## config.mk

```make
export PLATFORM = sky130hd
export DESIGN_NAME = tmr_reload_timer
export DESIGN_NICKNAME = d
export VERILOG_FILES = /design/src/rtl/tmr_pkg.sv /design/src/rtl/tmr_prescale.sv /design/src/rtl/tmr_count.sv /design/src/rtl/tmr_irq.sv /design/src/rtl/tmr_reload_timer.sv
export SDC_FILE = /design/constraint.sdc
export NUM_CORES = 1
export LEC_CHECK = 0
export BUFFER_PORTS_ARGS = -buffer_cell sky130_fd_sc_hd__buf_2
export CAP_MARGIN = 20
export CORE_ASPECT_RATIO = 0.9
export CORE_MARGIN = 5
export CORE_UTILIZATION = 30
export DETAILED_ROUTE_END_ITERATION = 12
export PLACE_DENSITY = 0.57
export SLEW_MARGIN = 30
export SYNTH_ARGS = -nofsm -noshare
export SYNTH_HDL_FRONTEND = slang
export SYNTH_HIERARCHICAL = 1
export SYNTH_SLANG_ARGS = --single-unit
```

## constraint.sdc

```tcl
create_clock -name clk_i -period 8.57 [get_ports clk_i]
set_input_delay 0.857 -clock clk_i [delete_from_list [all_inputs] [get_ports clk_i]]
set_output_delay 0.857 -clock clk_i [all_outputs]
set_load 0.005 [all_outputs]
```

## src/rtl/tmr_pkg.sv

```systemverilog
package tmr_pkg;

    // register byte offsets
    localparam logic [4:0] OFS_LOAD  = 5'h00;
    localparam logic [4:0] OFS_COUNT = 5'h04;
    localparam logic [4:0] OFS_CTRL  = 5'h08;
    localparam logic [4:0] OFS_ACK   = 5'h0C;
    localparam logic [4:0] OFS_ALARM = 5'h10;

    // control word bit positions
    localparam int B_LVL  = 0;
    localparam int B_DIV  = 2;
    localparam int B_AUTO = 6;
    localparam int B_RUN  = 7;
    localparam int B_STAT = 8;

    typedef struct packed {
        logic       run;
        logic       autoload;
        logic [1:0] div;
        logic       lvl;
    } tmr_ctrl_t;

endpackage

```

## src/rtl/tmr_prescale.sv

```systemverilog
module tmr_prescale #(
    parameter int unsigned MID_LOG = 4,
    parameter int unsigned MAX_LOG = 8
) (
    input  logic       clk_i,
    input  logic       rst_ni,
    input  logic       run_i,
    input  logic       restart_i,
    input  logic [1:0] code_i,
    output logic       tick_o
);
    localparam int unsigned W = MAX_LOG;
    localparam logic [W-1:0] LIM_MID = W'((1 << MID_LOG) - 1);
    localparam logic [W-1:0] LIM_MAX = '1;

    typedef struct packed {
        logic [W-1:0] cnt;
    } pre_st_t;

    pre_st_t st_d, st_q;
    logic [W-1:0] limit;

    always_comb begin
        case (code_i)
            2'd0:    limit = '0;
            2'd1:    limit = LIM_MID;
            default: limit = LIM_MAX;
        endcase
        tick_o = run_i && (st_q.cnt == limit);
        st_d   = st_q;
        if (!run_i || restart_i || (st_q.cnt >= limit)) begin
            st_d.cnt = '0;
        end else begin
            st_d.cnt = st_q.cnt + W'(1);
        end
    end

    always_ff @(posedge clk_i) begin
        if (!rst_ni) begin
            st_q <= '0;
        end else begin
            st_q <= st_d;
        end
    end
endmodule

```

## src/rtl/tmr_count.sv

```systemverilog
module tmr_count #(
    parameter int unsigned CNT_W     = 23,
    parameter bit          HAS_ALARM = 1'b1
) (
    input  logic             clk_i,
    input  logic             rst_ni,
    input  logic             tick_i,
    input  logic             wr_i,
    input  logic [CNT_W-1:0] wr_val_i,
    input  logic [CNT_W-1:0] reload_val_i,
    input  logic             autoload_i,
    input  logic [CNT_W-1:0] alarm_val_i,
    output logic [CNT_W-1:0] count_o,
    output logic             uf_o,
    output logic             alm_o
);
    typedef struct packed {
        logic [CNT_W-1:0] count;
    } cnt_st_t;

    cnt_st_t st_d, st_q;
    logic [CNT_W-1:0] step;

    always_comb begin
        uf_o = tick_i && !wr_i && (st_q.count == '0);
        if (st_q.count == '0) begin
            step = autoload_i ? reload_val_i : '0;
        end else begin
            step = st_q.count - CNT_W'(1);
        end
        st_d = st_q;
        if (wr_i) begin
            st_d.count = wr_val_i;
        end else if (tick_i) begin
            st_d.count = step;
        end
    end

    generate
        if (HAS_ALARM) begin : g_alarm
            assign alm_o = tick_i && !wr_i && (step == alarm_val_i);
        end else begin : g_noalarm
            logic unused_alarm;
            assign unused_alarm = ^alarm_val_i;
            assign alm_o = 1'b0;
        end
    endgenerate

    assign count_o = st_q.count;

    always_ff @(posedge clk_i) begin
        if (!rst_ni) begin
            st_q.count <= '1;
        end else begin
            st_q <= st_d;
        end
    end
endmodule

```

## src/rtl/tmr_irq.sv

```systemverilog
module tmr_irq (
    input  logic clk_i,
    input  logic rst_ni,
    input  logic evt_i,
    input  logic ack_i,
    input  logic lvl_i,
    output logic status_o,
    output logic irq_o
);
    typedef struct packed {
        logic status;
        logic pulse;
    } irq_st_t;

    irq_st_t st_d, st_q;

    always_comb begin
        st_d       = st_q;
        st_d.pulse = evt_i;
        if (evt_i) begin
            st_d.status = 1'b1;
        end else if (ack_i) begin
            st_d.status = 1'b0;
        end
    end

    assign status_o = st_q.status;
    assign irq_o    = lvl_i ? st_q.status : st_q.pulse;

    always_ff @(posedge clk_i) begin
        if (!rst_ni) begin
            st_q <= '0;
        end else begin
            st_q <= st_d;
        end
    end
endmodule

```

## src/rtl/tmr_reload_timer.sv

```systemverilog
module tmr_reload_timer
    import tmr_pkg::*;
#(
    parameter int unsigned CNT_W     = 23,
    parameter bit          HAS_ALARM = 1'b1,
    parameter int unsigned MID_LOG   = 4,
    parameter int unsigned MAX_LOG   = 8,
    parameter int unsigned AW        = 5,
    parameter int unsigned DW        = 32
) (
    input  logic          clk_i,
    input  logic          rst_ni,
    input  logic          bus_sel_i,
    input  logic          bus_we_i,
    input  logic [AW-1:0] bus_addr_i,
    input  logic [DW-1:0] bus_wdata_i,
    output logic [DW-1:0] bus_rdata_o,
    output logic          irq_o
);
    typedef struct packed {
        logic [CNT_W-1:0] load;
        tmr_ctrl_t        ctrl;
        logic [CNT_W-1:0] alarm;
    } regs_t;

    regs_t regs_d, regs_q;

    logic wr_any, wr_load, wr_ctrl, wr_ack, wr_alarm;
    logic tick, uf_evt, alm_evt, evt, status;
    logic [CNT_W-1:0] count;
    logic unused_wdata;

    assign unused_wdata = ^bus_wdata_i;
    assign wr_any   = bus_sel_i && bus_we_i;
    assign wr_load  = wr_any && (bus_addr_i == AW'(OFS_LOAD));
    assign wr_ctrl  = wr_any && (bus_addr_i == AW'(OFS_CTRL));
    assign wr_ack   = wr_any && (bus_addr_i == AW'(OFS_ACK));
    assign wr_alarm = wr_any && (bus_addr_i == AW'(OFS_ALARM)) && HAS_ALARM;
    assign evt      = uf_evt || alm_evt;

    always_comb begin
        regs_d = regs_q;
        if (wr_load) begin
            regs_d.load = bus_wdata_i[CNT_W-1:0];
        end
        if (wr_ctrl) begin
            regs_d.ctrl.lvl      = bus_wdata_i[B_LVL];
            regs_d.ctrl.div      = bus_wdata_i[B_DIV+:2];
            regs_d.ctrl.autoload = bus_wdata_i[B_AUTO];
            regs_d.ctrl.run      = bus_wdata_i[B_RUN];
        end else if (uf_evt && !regs_q.ctrl.autoload) begin
            regs_d.ctrl.run = 1'b0;
        end
        if (wr_alarm) begin
            regs_d.alarm = bus_wdata_i[CNT_W-1:0];
        end
    end

    always_ff @(posedge clk_i) begin
        if (!rst_ni) begin
            regs_q.load  <= '0;
            regs_q.ctrl  <= '0;
            regs_q.alarm <= '1;
        end else begin
            regs_q <= regs_d;
        end
    end

    tmr_prescale #(
        .MID_LOG (MID_LOG),
        .MAX_LOG (MAX_LOG)
    ) u_pre (
        .clk_i     (clk_i),
        .rst_ni    (rst_ni),
        .run_i     (regs_q.ctrl.run),
        .restart_i (wr_load),
        .code_i    (regs_q.ctrl.div),
        .tick_o    (tick)
    );

    tmr_count #(
        .CNT_W     (CNT_W),
        .HAS_ALARM (HAS_ALARM)
    ) u_cnt (
        .clk_i        (clk_i),
        .rst_ni       (rst_ni),
        .tick_i       (tick),
        .wr_i         (wr_load),
        .wr_val_i     (bus_wdata_i[CNT_W-1:0]),
        .reload_val_i (regs_q.load),
        .autoload_i   (regs_q.ctrl.autoload),
        .alarm_val_i  (regs_q.alarm),
        .count_o      (count),
        .uf_o         (uf_evt),
        .alm_o        (alm_evt)
    );

    tmr_irq u_irq (
        .clk_i    (clk_i),
        .rst_ni   (rst_ni),
        .evt_i    (evt),
        .ack_i    (wr_ack),
        .lvl_i    (regs_q.ctrl.lvl),
        .status_o (status),
        .irq_o    (irq_o)
    );

    always_comb begin
        bus_rdata_o = '0;
        case (bus_addr_i)
            AW'(OFS_LOAD):  bus_rdata_o[CNT_W-1:0] = regs_q.load;
            AW'(OFS_COUNT): bus_rdata_o[CNT_W-1:0] = count;
            AW'(OFS_CTRL): begin
                bus_rdata_o[B_LVL]    = regs_q.ctrl.lvl;
                bus_rdata_o[B_DIV+:2] = regs_q.ctrl.div;
                bus_rdata_o[B_AUTO]   = regs_q.ctrl.autoload;
                bus_rdata_o[B_RUN]    = regs_q.ctrl.run;
                bus_rdata_o[B_STAT]   = status;
            end
            AW'(OFS_ALARM): begin
                if (HAS_ALARM) begin
                    bus_rdata_o[CNT_W-1:0] = regs_q.alarm;
                end
            end
            default: ;
        endcase
    end
endmodule


```

==> results_dict.tcl <==
set metrics [dict create \
    outcome "completed" \
    final.min_clock_period_ns 4.47 \
    cap_viol_max_count 0 \
    first_global_vias 5048 \
    start_util_pct 30.2 \
    syn_area_per_cell_um2 8.04 \
    drtPass1Iterations 5 \
    cts_made_buffers 9 \
    critPathLaunchType "input port" \
    io_buffers 55 \
    synth-edff-count 0 \
    tns_ns 0 \
    postSynthCellCount 713 \
    seqPwrFrac_pct 46.5 \
    cts_tree "yes" \
    n_antenna_cell 0 \
    max_clock_freq_ghz 0.224 \
    p_switching_uw 207 \
    coreArea_mm2 0.0190 \
    dp_hpwl_um 12100 \
    rsz0062_at_grt "no" \
    worstHoldStart "regs_q[43]" \
    grt_max_degree 62 \
    area_delta_synth_final_pct 10.8 \
    vias_per_cell 5.44 \
    wl_um 18200 \
    worstMarginPinSlew_ns 1.01 \
    multi_input_area_mm2 0.00365 \
    yosysWarnings 6 \
    finalHoldViolCount 0 \
    setup_viol 0 \
    synth_top_cell_area_share_pct 29.4 \
    grt-ovfl-total 0 \
    combPwrFrac_pct 7.6 \
    ys_top_cells_by_area "dfxtp_1 (29%), mux2i_1 (8.0%), nand2_1 (6.5%)" \
    rrSetupSlack_ns 4.63 \
    fp.dieH_um 141 \
    drc_errors 0 \
    fillers 2045 \
    gr-usage-all-layers_pct 16.5 \
    fin_crit_sh_pct 52.2 \
    critPathCaptureType "register" \
    fin_skew_ns 0.0127 \
    cts.path.max_buffers 2 \
    reg2reg_depth 11 \
    die_w_um 156 \
    clkPwrFrac_pct 46.0 \
    ant_nets 0 \
    cp_data_required_time_ns 8.86 \
    htree_levels 3 \
    whs_path_depth 2 \
    clk_pin_slew_worst_paths_ns 0.06 \
    r2r-start "u_cnt/count_o[5]" \
    ys_seq_elements 84 \
    arrival_ns 4.76 \
    place.gp.congestion 0.868 \
    ctsRootBufferMaster "clkbuf_16" \
    async_reset_ff_share_pct 0 \
    clock-sinks 84 \
    drtIter0Drc 550 \
    syn_area_mm2 0.00573 \
    dieArea_mm2 0.0220 \
    antenna_found_initial 0 \
    swShare_pct 24.4 \
    final-seq-area_mm2 0.00168 \
    vias 5327 \
    hold_class "register to register" \
    leakage_nw 2.52 \
    powerDensity_mw_per_mm2 134 \
    p_int_uw 643 \
    synth_flop_cell "dfxtp_1" \
    final_nets 777 \
    yosys.area.top_type "dfxtp_1" \
    critical_path_class "input port to register" \
    postCtsSetupBuffers 0 \
    rows 48 \
    ctsResizeCount 0 \
    r2r-end "u_irq/status_o" \
    clkLatencyLatePin_ns 0.35 \
    holdBufCountCts 0 \
    final_cell_mix "nand2_1 (98), dfxtp_1 (84), buf_2 (54)" \
    ys_seq_area_share_pct 29.4 \
    holdWs_ns 0.488 \
    maxSlewHeadroom_pct 32.2 \
    drive_above_1_share_pct 14.7 \
    yosysUniqueCellTypes 65 \
    slew_violations 0 \
    cp_max_fo 47 \
    crit_path_start "bus_addr_i[4]" \
    grt_pass1_wl_um 28800 \
    crit_end "u_irq/st_q[0]" \
    irDropWorstVdd_mv 0.103 \
    ios 74 \
    layout_commonest_cell "nand2_1" \
    wl_per_cell_um 18.6 \
]
## cell usage after synthesis, types with 5 or more instances
library cell and count:
xor2_1 21, a211oi_1 7, nand2_1 99, a31oi_1 6
nor2_1 51, and3_1 21, o21ai_0 13, nor4_1 9
or2_2 6, o211ai_1 11, or4_1 5, mux2i_1 46
inv_1 21, clkbuf_1 46, o31ai_1 24, nand4_1 26
ha_1 11, nor3_1 10, nand3_1 32, buf_4 10
dfxtp_1 84, xnor2_1 19, buf_2 7, a22oi_1 8
and2_1 5, a21oi_1 25, a221o_1 23
## cell type report
cell class                      count  share of cell area, %
Multi-Input combinational cell    546                   57.4
Sequential cell                    84                   26.5
Timing Repair Buffer               63                   5.32
Tap cell                          250                   4.93
Clock buffer                       10                   3.76
Inverter                           21                   1.24
Clock inverter                      5                  0.828
## layer usage
metal  global-route usage (%)  vias up  routed length (µm)
li1                         -     2610                   -
met5                        0        -                   0
met4                     5.80        0                 401
met3                     3.99       26                 860
met1                     22.5     2550                8670
met2                     25.2      141                8270
## kinds of logic (layout without fill, tap and decap cells)
| family | Yosys count | after routing | synth area share [%] |
|---|---|---|---|
| other | 1 | 9 | 0.0655 |
| multiplexers | 48 | 48 | 8.50 |
| AND/OR/NAND/NOR | 290 | 290 | 25.9 |
| XOR/XNOR | 40 | 40 | 6.11 |
| flip-flops | 84 | 84 | 29.4 |
| AO/OA/AOI/OAI | 148 | 148 | 19.7 |
| adder cells (fa/ha/maj) | 11 | 11 | 2.40 |
| buffers and inverters | 91 | 99 | 8.01 |
## registers in the layout, summed over array words and instances, names as in the netlist
name            flops
u_pre/st_q          8
regs_q             51
u_irq/status_o      1
u_cnt/count_o      23
u_irq/st_q          1
## metrics by stage
step / setup slack, ns / total power, mW / instances / util [%] / cell area, µm²
floorplan: 5.26 / 0.444 / 721 / - / 5760
global placement: 3.71 / 0.468 / 964 / 31.9 / 6050
detailed placement: 3.70 / 0.468 / 964 / 31.9 / 6060
CTS: 4.07 / 0.862 / 979 / 33.4 / 6350
global route: 3.87 / 0.882 / 979 / 33.5 / 6350
finish: 4.10 / 0.851 / 979 / 33.5 / 6350
## power by group through the flow
stage | logic, mW | registers [mW] | clock network [mW]
6_report | 0.0643 | 0.395 | 0.391
5_1_grt | 0.0701 | 0.395 | 0.416
4_1_cts | 0.0644 | 0.395 | 0.402
3_5_place_dp | 0.0642 | 0.404 | 0
3_3_place_gp | 0.0640 | 0.404 | 0
2_1_floorplan | 0.0408 | 0.403 | 0
## worst max-delay path: stages
cell      delay [ns]
buf_2           0.73
or3_1           0.43
or4_4           0.52
inv_1           0.08
buf_4           0.27
inv_1           0.52
o311ai_0        0.26
a311o_1         0.36
nor3_1          0.16
nand4_1         0.13
nor4_2          0.14
or2_2           0.17
and2_1          0.11
## how the worst min path moves through the flow
| stage | to | slack (ns) |
|---|---|---|
| 4_1_cts | regs_q[28] | 0.48 |
| 2_1_floorplan | regs_q[24] | 0.44 |
| 3_5_place_dp | regs_q[28] | 0.47 |
| 5_1_grt | regs_q[34] | 0.51 |
| 6_report | regs_q[43] | 0.49 |
| 3_3_place_gp | regs_q[28] | 0.46 |
Power figures use the tool's default switching activity.
